$ cat config.mk
export PLATFORM = sky130hd
export DESIGN_NAME = cr_lut_unit
export DESIGN_NICKNAME = d
export VERILOG_FILES = /design/src/rtl/cr_lut_pkg.sv /design/src/rtl/cr_lut_decode.sv /design/src/rtl/cr_lut_field_sel.sv /design/src/rtl/cr_lut_bit_eval.sv /design/src/rtl/cr_lut_unit.sv
export SDC_FILE = /design/constraint.sdc
export NUM_CORES = 1
export LEC_CHECK = 0
export BUFFER_PORTS_ARGS = -buffer_cell sky130_fd_sc_hd__buf_2
export CORE_ASPECT_RATIO = 1.75
export CORE_UTILIZATION = 40
export CTS_CLUSTER_DIAMETER = 100
export DETAILED_ROUTE_END_ITERATION = 8
export PLACE_DENSITY = 0.72
export SYNTH_ARGS = -nofsm -noshare
export SYNTH_HDL_FRONTEND = slang
export SYNTH_HIERARCHICAL = 1
export SYNTH_SLANG_ARGS = --single-unit
$ cat constraint.sdc
create_clock -name clk_i -period 2.3 [get_ports clk_i]
set_input_delay 0.69 -clock clk_i [delete_from_list [all_inputs] [get_ports clk_i]]
set_output_delay 0.69 -clock clk_i [all_outputs]
set_load 0.05 [all_outputs]
$ cat src/rtl/cr_lut_pkg.sv
package cr_lut_pkg;
  localparam int FIELD_W    = 4;
  localparam int NUM_FIELDS = 8;
  localparam int SEL_W      = $clog2(NUM_FIELDS);
  localparam int CR_W       = FIELD_W * NUM_FIELDS;
  localparam int TERN_IN    = 3;
  localparam int TBL_W      = 2 ** TERN_IN;
  localparam int BIN_IN     = 2;
  localparam int LUT_W      = 2 ** BIN_IN;

  typedef enum logic [1:0] {
    OP_NONE = 2'd0,
    OP_TERN = 2'd1,
    OP_BIN  = 2'd2
  } op_e;

  typedef struct packed {
    op_e                op;
    logic [SEL_W-1:0]   bf;
    logic [SEL_W-1:0]   bfa;
    logic [SEL_W-1:0]   bfb;
    logic [SEL_W-1:0]   bfc;
    logic [FIELD_W-1:0] mask;
    logic [TBL_W-1:0]   tbl;
  } dec_t;
endpackage

$ cat src/rtl/cr_lut_decode.sv
module cr_lut_decode
  import cr_lut_pkg::*;
#(
  parameter logic [5:0] OPC_PRI = 6'd22,
  parameter logic [4:0] XO_TERN = 5'd4,
  parameter logic [4:0] XO_BIN  = 5'd12
) (
  input  logic        valid_i,
  input  logic [31:0] insn_i,
  output dec_t        dec_o
);
  // big-endian bit k lives at insn_i[31-k]
  logic [5:0] po;
  logic [4:0] xo;

  assign po = insn_i[31:26];
  assign xo = insn_i[5:1];

  always_comb begin
    dec_o.bf   = insn_i[25:23];
    dec_o.bfa  = insn_i[20:18];
    dec_o.bfb  = insn_i[15:13];
    dec_o.bfc  = insn_i[12:10];
    dec_o.mask = {insn_i[22:21], insn_i[17:16]};
    dec_o.tbl  = {insn_i[12:6], insn_i[0]};
    dec_o.op   = OP_NONE;
    if (valid_i && po == OPC_PRI) begin
      if (xo == XO_TERN)     dec_o.op = OP_TERN;
      else if (xo == XO_BIN) dec_o.op = OP_BIN;
    end
  end
endmodule

$ cat src/rtl/cr_lut_field_sel.sv
module cr_lut_field_sel #(
  parameter int NUM_FIELDS = 8,
  parameter int FIELD_W    = 4,
  localparam int SEL_W     = $clog2(NUM_FIELDS),
  localparam int CR_W      = NUM_FIELDS * FIELD_W
) (
  input  logic [CR_W-1:0]    cr_i,
  input  logic [SEL_W-1:0]   sel_i,
  output logic [FIELD_W-1:0] field_o
);
  logic [FIELD_W-1:0] flds [NUM_FIELDS];

  // field 0 is the top nibble
  for (genvar g = 0; g < NUM_FIELDS; g++) begin : g_fld
    assign flds[g] = cr_i[CR_W-1-g*FIELD_W -: FIELD_W];
  end

  assign field_o = flds[sel_i];
endmodule

$ cat src/rtl/cr_lut_bit_eval.sv
module cr_lut_bit_eval
  import cr_lut_pkg::*;
#(
  parameter int W = 4
) (
  input  op_e              op_i,
  input  logic [TBL_W-1:0] tbl_i,
  input  logic [LUT_W-1:0] lut_i,
  input  logic [W-1:0]     d_i,
  input  logic [W-1:0]     a_i,
  input  logic [W-1:0]     b_i,
  output logic [W-1:0]     res_o
);
  for (genvar g = 0; g < W; g++) begin : g_bit
    logic [TERN_IN-1:0] t_idx;
    logic [BIN_IN-1:0]  b_idx;
    logic               t_bit;
    logic               b_bit;

    assign t_idx    = {d_i[g], a_i[g], b_i[g]};
    assign b_idx    = {a_i[g], b_i[g]};
    assign t_bit    = tbl_i[t_idx];
    assign b_bit    = lut_i[b_idx];
    assign res_o[g] = (op_i == OP_BIN) ? b_bit : t_bit;
  end
endmodule

$ cat src/rtl/cr_lut_unit.sv
module cr_lut_unit
  import cr_lut_pkg::*;
#(
  parameter logic [5:0]      OPC_PRI  = 6'd22,
  parameter logic [4:0]      XO_TERN  = 5'd4,
  parameter logic [4:0]      XO_BIN   = 5'd12,
  parameter logic [CR_W-1:0] CR_RESET = '0
) (
  input  logic            clk_i,
  input  logic            rst_ni,
  input  logic            valid_i,
  input  logic [31:0]     insn_i,
  output logic [CR_W-1:0] cr_o
);
  dec_t               dec;
  logic [CR_W-1:0]    cr_q;
  logic [CR_W-1:0]    cr_nxt;
  logic [FIELD_W-1:0] fld_d;
  logic [FIELD_W-1:0] fld_a;
  logic [FIELD_W-1:0] fld_b;
  logic [FIELD_W-1:0] fld_c;
  logic [FIELD_W-1:0] res;
  logic               wr_en;

  cr_lut_decode #(
    .OPC_PRI (OPC_PRI),
    .XO_TERN (XO_TERN),
    .XO_BIN  (XO_BIN)
  ) u_dec (
    .valid_i (valid_i),
    .insn_i  (insn_i),
    .dec_o   (dec)
  );

  // all reads come from cr_q: read-before-write
  cr_lut_field_sel #(.NUM_FIELDS(NUM_FIELDS), .FIELD_W(FIELD_W)) u_sel_d (
    .cr_i(cr_q), .sel_i(dec.bf),  .field_o(fld_d)
  );
  cr_lut_field_sel #(.NUM_FIELDS(NUM_FIELDS), .FIELD_W(FIELD_W)) u_sel_a (
    .cr_i(cr_q), .sel_i(dec.bfa), .field_o(fld_a)
  );
  cr_lut_field_sel #(.NUM_FIELDS(NUM_FIELDS), .FIELD_W(FIELD_W)) u_sel_b (
    .cr_i(cr_q), .sel_i(dec.bfb), .field_o(fld_b)
  );
  cr_lut_field_sel #(.NUM_FIELDS(NUM_FIELDS), .FIELD_W(FIELD_W)) u_sel_c (
    .cr_i(cr_q), .sel_i(dec.bfc), .field_o(fld_c)
  );

  cr_lut_bit_eval #(.W(FIELD_W)) u_eval (
    .op_i  (dec.op),
    .tbl_i (dec.tbl),
    .lut_i (fld_c),
    .d_i   (fld_d),
    .a_i   (fld_a),
    .b_i   (fld_b),
    .res_o (res)
  );

  assign wr_en = (dec.op != OP_NONE);

  for (genvar g = 0; g < NUM_FIELDS; g++) begin : g_merge
    logic               hit;
    logic [FIELD_W-1:0] old_f;

    assign hit   = wr_en && (dec.bf == SEL_W'(g));
    assign old_f = cr_q[CR_W-1-g*FIELD_W -: FIELD_W];
    assign cr_nxt[CR_W-1-g*FIELD_W -: FIELD_W] =
      hit ? ((old_f & ~dec.mask) | (res & dec.mask)) : old_f;
  end

  always_ff @(posedge clk_i or negedge rst_ni) begin
    if (!rst_ni)    cr_q <= CR_RESET;
    else if (wr_en) cr_q <= cr_nxt;
  end

  assign cr_o = cr_q;
endmodule

==> summary.md <==
| Metric | Value |
|---|---|
| Full die area | `0.00834 mm2` |
| Starting Density | `41.8%` |
| Most numerous cell in the Yosys netlist | `mux2_2` |
| H-tree levels | `2` |
| Global Route Usage Sum | `21.5%` |
| Clock latency on the worst-skew pair | `0.27 ns` |
| GRT overflow | `0` |
| WP data arrival | `2.85 ns` |
| Syn_nets | `270` |
| Number of global-route vias before repair | `2673` |
| Area grow syn2layout | `27.1%` |
| Hold buffers post-CTS | `0` |
| Hpwl dp | `7090 um` |
| Synth Register Bits | `32` |
| Clock Tree Buf Depth | `2` |
| TritonRoute pass-1 iters | `5` |
| Die Wd | `69.5 um` |
| CTS Sinks | `32` |
| Post-synth EDFFs | `0` |
| CP Launch Type | `input port` |
| Layout cells sized above 1 | `62.3%` |
| Outcome | `complete, but fails checks` |
| CP Capture Type | `flip-flop` |
| Tot Pwr | `1.42 mW` |
| Final core occ | `53.1%` |
| Port bufs | `66` |
| Synth top area share | `28.0%` |
| Mapped Cells | `235` |
| Site Rows | `42` |
| Max stage delay on crit path | `0.52 ns` |
| Hold Fails Final Rpt | `0` |
| Pwr per Cell Area | `351 mW/mm2` |
| Setup CP Type | `input port to flip-flop` |
| Final setup viols | `32` |
| Required @ worst endpoint | `2.51 ns` |
| Final WL | `8840 um` |
| Fmax | `0.379 GHz` |
| Gpl congestion | `0.850` |
| Maxcap violations | `0` |
| Crit path from | `insn_i[13]` |
| Synth unique cells | `27` |
| Failing checks | `setup timing` |
| Unrepaired setup endpoints after global routing | `true` |
| Dpl ws | `-0.695 ns` |
| Sequential share of the synthesized area | `25.1%` |
| Main flop type after synthesis | `dfrtp_1` |
| Ant diodes | `0` |
| P_leak | `1.97 nW` |
| Total CTS buffers | `5` |
| Die Span Y | `120 um` |
| Slowest CP cell | `mux4_2` |
| Critical-path cell list | `buf_8 -> buf_12 -> mux4_2 -> mux2_4 -> mux2i_1 -> mux4_2 -> o21ai_4 -> mux2_4` |
| Largest net degree at the start of global routing | `33` |
| WL/cell | `21.5 um` |
| Ports | `67` |
| Tmin final | `2.64 ns` |
| Fin worst setup slack | `-0.342 ns` |
| Period Utilization, post-route | `115%` |
| Max-slew violations | `0` |
| Via density | `6.11` |
| Core area | `0.00762 mm2` |
| First DRT Iteration DRCs | `92` |
| Net count, final | `358` |
| Synthesized area | `0.00319 mm2` |
| Remaining DRCs | `0` |
| Root buffer cell | `clkbuf_16` |
| Top cells by area, synth | `mux4_1, dfrtp_1, mux2_2, buf_4, mux2i_1` |
| Clk_skew | `0.00433 ns` |
| Syn avg cell area | `13.6 um2` |
| Synthesis Warnings | `6` |
| Area leader, netlist | `mux4_1` |
| Clock-pin slew on the worst setup and hold paths | `0.05 ns` |
| Tightest Pin Transition | `0.701 ns` |
| Relative slew margins | `53.3%` |
| ANT nets after route | `0` |
| Synth top cells by count | `mux2_2, mux4_1, dfrtp_1` |
| Hold Path Class | `input port to asynchronous set/reset pin` |
| FFs w/ async S/R, synth | `100%` |
| Global-route wire length before repair | `13600 um` |
| CTS tree | `built` |
| Initial antenna violation count | `0` |
| Vias post-DR | `2517` |
| Max Fanout on Critical Path | `8` |
| Worst vdd ir | `0.000254 V` |
| Hold WS | `0.466 ns` |
==> cell usage in the layout (no fill, tap or decap), types with 4 or more instances in the layout <==
cell | netlist | routed
buf_2 | 2 | 64
buf_4 | 24 | 51
dfrtp_1 | 32 | 32
mux2_4 | 0 | 30
mux4_2 | 6 | 24
mux2i_1 | 16 | 16
mux4_1 | 34 | 16
nor2_1 | 12 | 12
nand3_1 | 12 | 12
mux2_2 | 38 | 11
mux2_1 | 10 | 7
nor3_1 | 6 | 6
clkbuf_16 | 0 | 6
buf_12 | 1 | 5
o211ai_1 | 4 | 4
nand4_1 | 4 | 4
nand2_2 | 0 | 4
o21ai_4 | 0 | 4
==> report_power, final <==
| part | leakage (nW) | switching [mW] | internal (mW) | total [mW] |
|---|---|---|---|---|
| Clock | 0.0712 | 0.213 | 0.430 | 0.643 |
| Combinational | 1.45 | 0.114 | 0.0974 | 0.212 |
| Sequential | 0.447 | 0.000737 | 0.565 | 0.566 |
| Total | 1.97 | 0.328 | 1.09 | 1.42 |
==> worst paths after layout <==
check / endpoint / slack (ns) / depth (start not counted)
worst max-delay path: flip-flop / -0.34 / 8
worst min-delay path: asynchronous set/reset pin / 0.47 / 1
worst max register to register: flip-flop / -0.11 / 6
worst min register to register: flip-flop / 0.63 / 1
max in group asynchronous: asynchronous set/reset pin / 1.38 / 1
min in group clk_i: flip-flop / 0.63 / 1
==> routing by layer <==
layer | track usage, % | up-vias | share of wire, % | routed length (um)
li1 | - | 1105 | - | -
met2 | 40.4 | 106 | 55 | 4850
met1 | 21.9 | 1259 | 35 | 3080
met5 | 0 | - | 0 | 0
met4 | 14.4 | 0 | 6.2 | 552
met3 | 2.27 | 47 | 4.2 | 368
==> area by class of cell <==
type / count / area (um2)
sequential: 32 / 801
fill: 646 / 3570
multi-input combinational: 162 / 2150
timing repair buffer: 122 / 843
tap: 88 / 110
clock buffer: 8 / 146
==> worst max-delay path: cells and delay by family <==
| family | cells | cell delay [ns] |
|---|---|---|
| AOI/OAI and AO/OA | 1 | 0.26 |
| buffers and inverters | 2 | 0.21 |
| muxes | 5 | 1.68 |
==> kinds of logic (layout without fill, tap and decap cells) <==
| logic type | Yosys count | in the layout | synth area share [%] |
|---|---|---|---|
| and+or+nand+nor | 49 | 49 | 8.09 |
| AOI/OAI and AO/OA | 9 | 9 | 2.12 |
| DFF | 32 | 32 | 25.1 |
| buffers and inverters | 41 | 130 | 10.4 |
| muxes | 104 | 104 | 54.3 |
==> repair_timing <==
action,in CTS,in global routing
setup buffers,0,1
setup endpoints to repair,32,32
cloned,0,1
gates resized for setup,16,16
pin swaps,3,4
==> per-stage QoR <==
stage | setup TNS (ns) | instance area (um2) | cells
after floorplan | -16.35 | 3280 | 235
after global routing | -11.68 | 4050 | 412
after global placement | -19.47 | 3850 | 402
after CTS | -9.98 | 4020 | 410
after detailed placement | -21.10 | 3850 | 402
final | -9.56 | 4050 | 412
No activity file was read; power rests on OpenSTA's default activity.
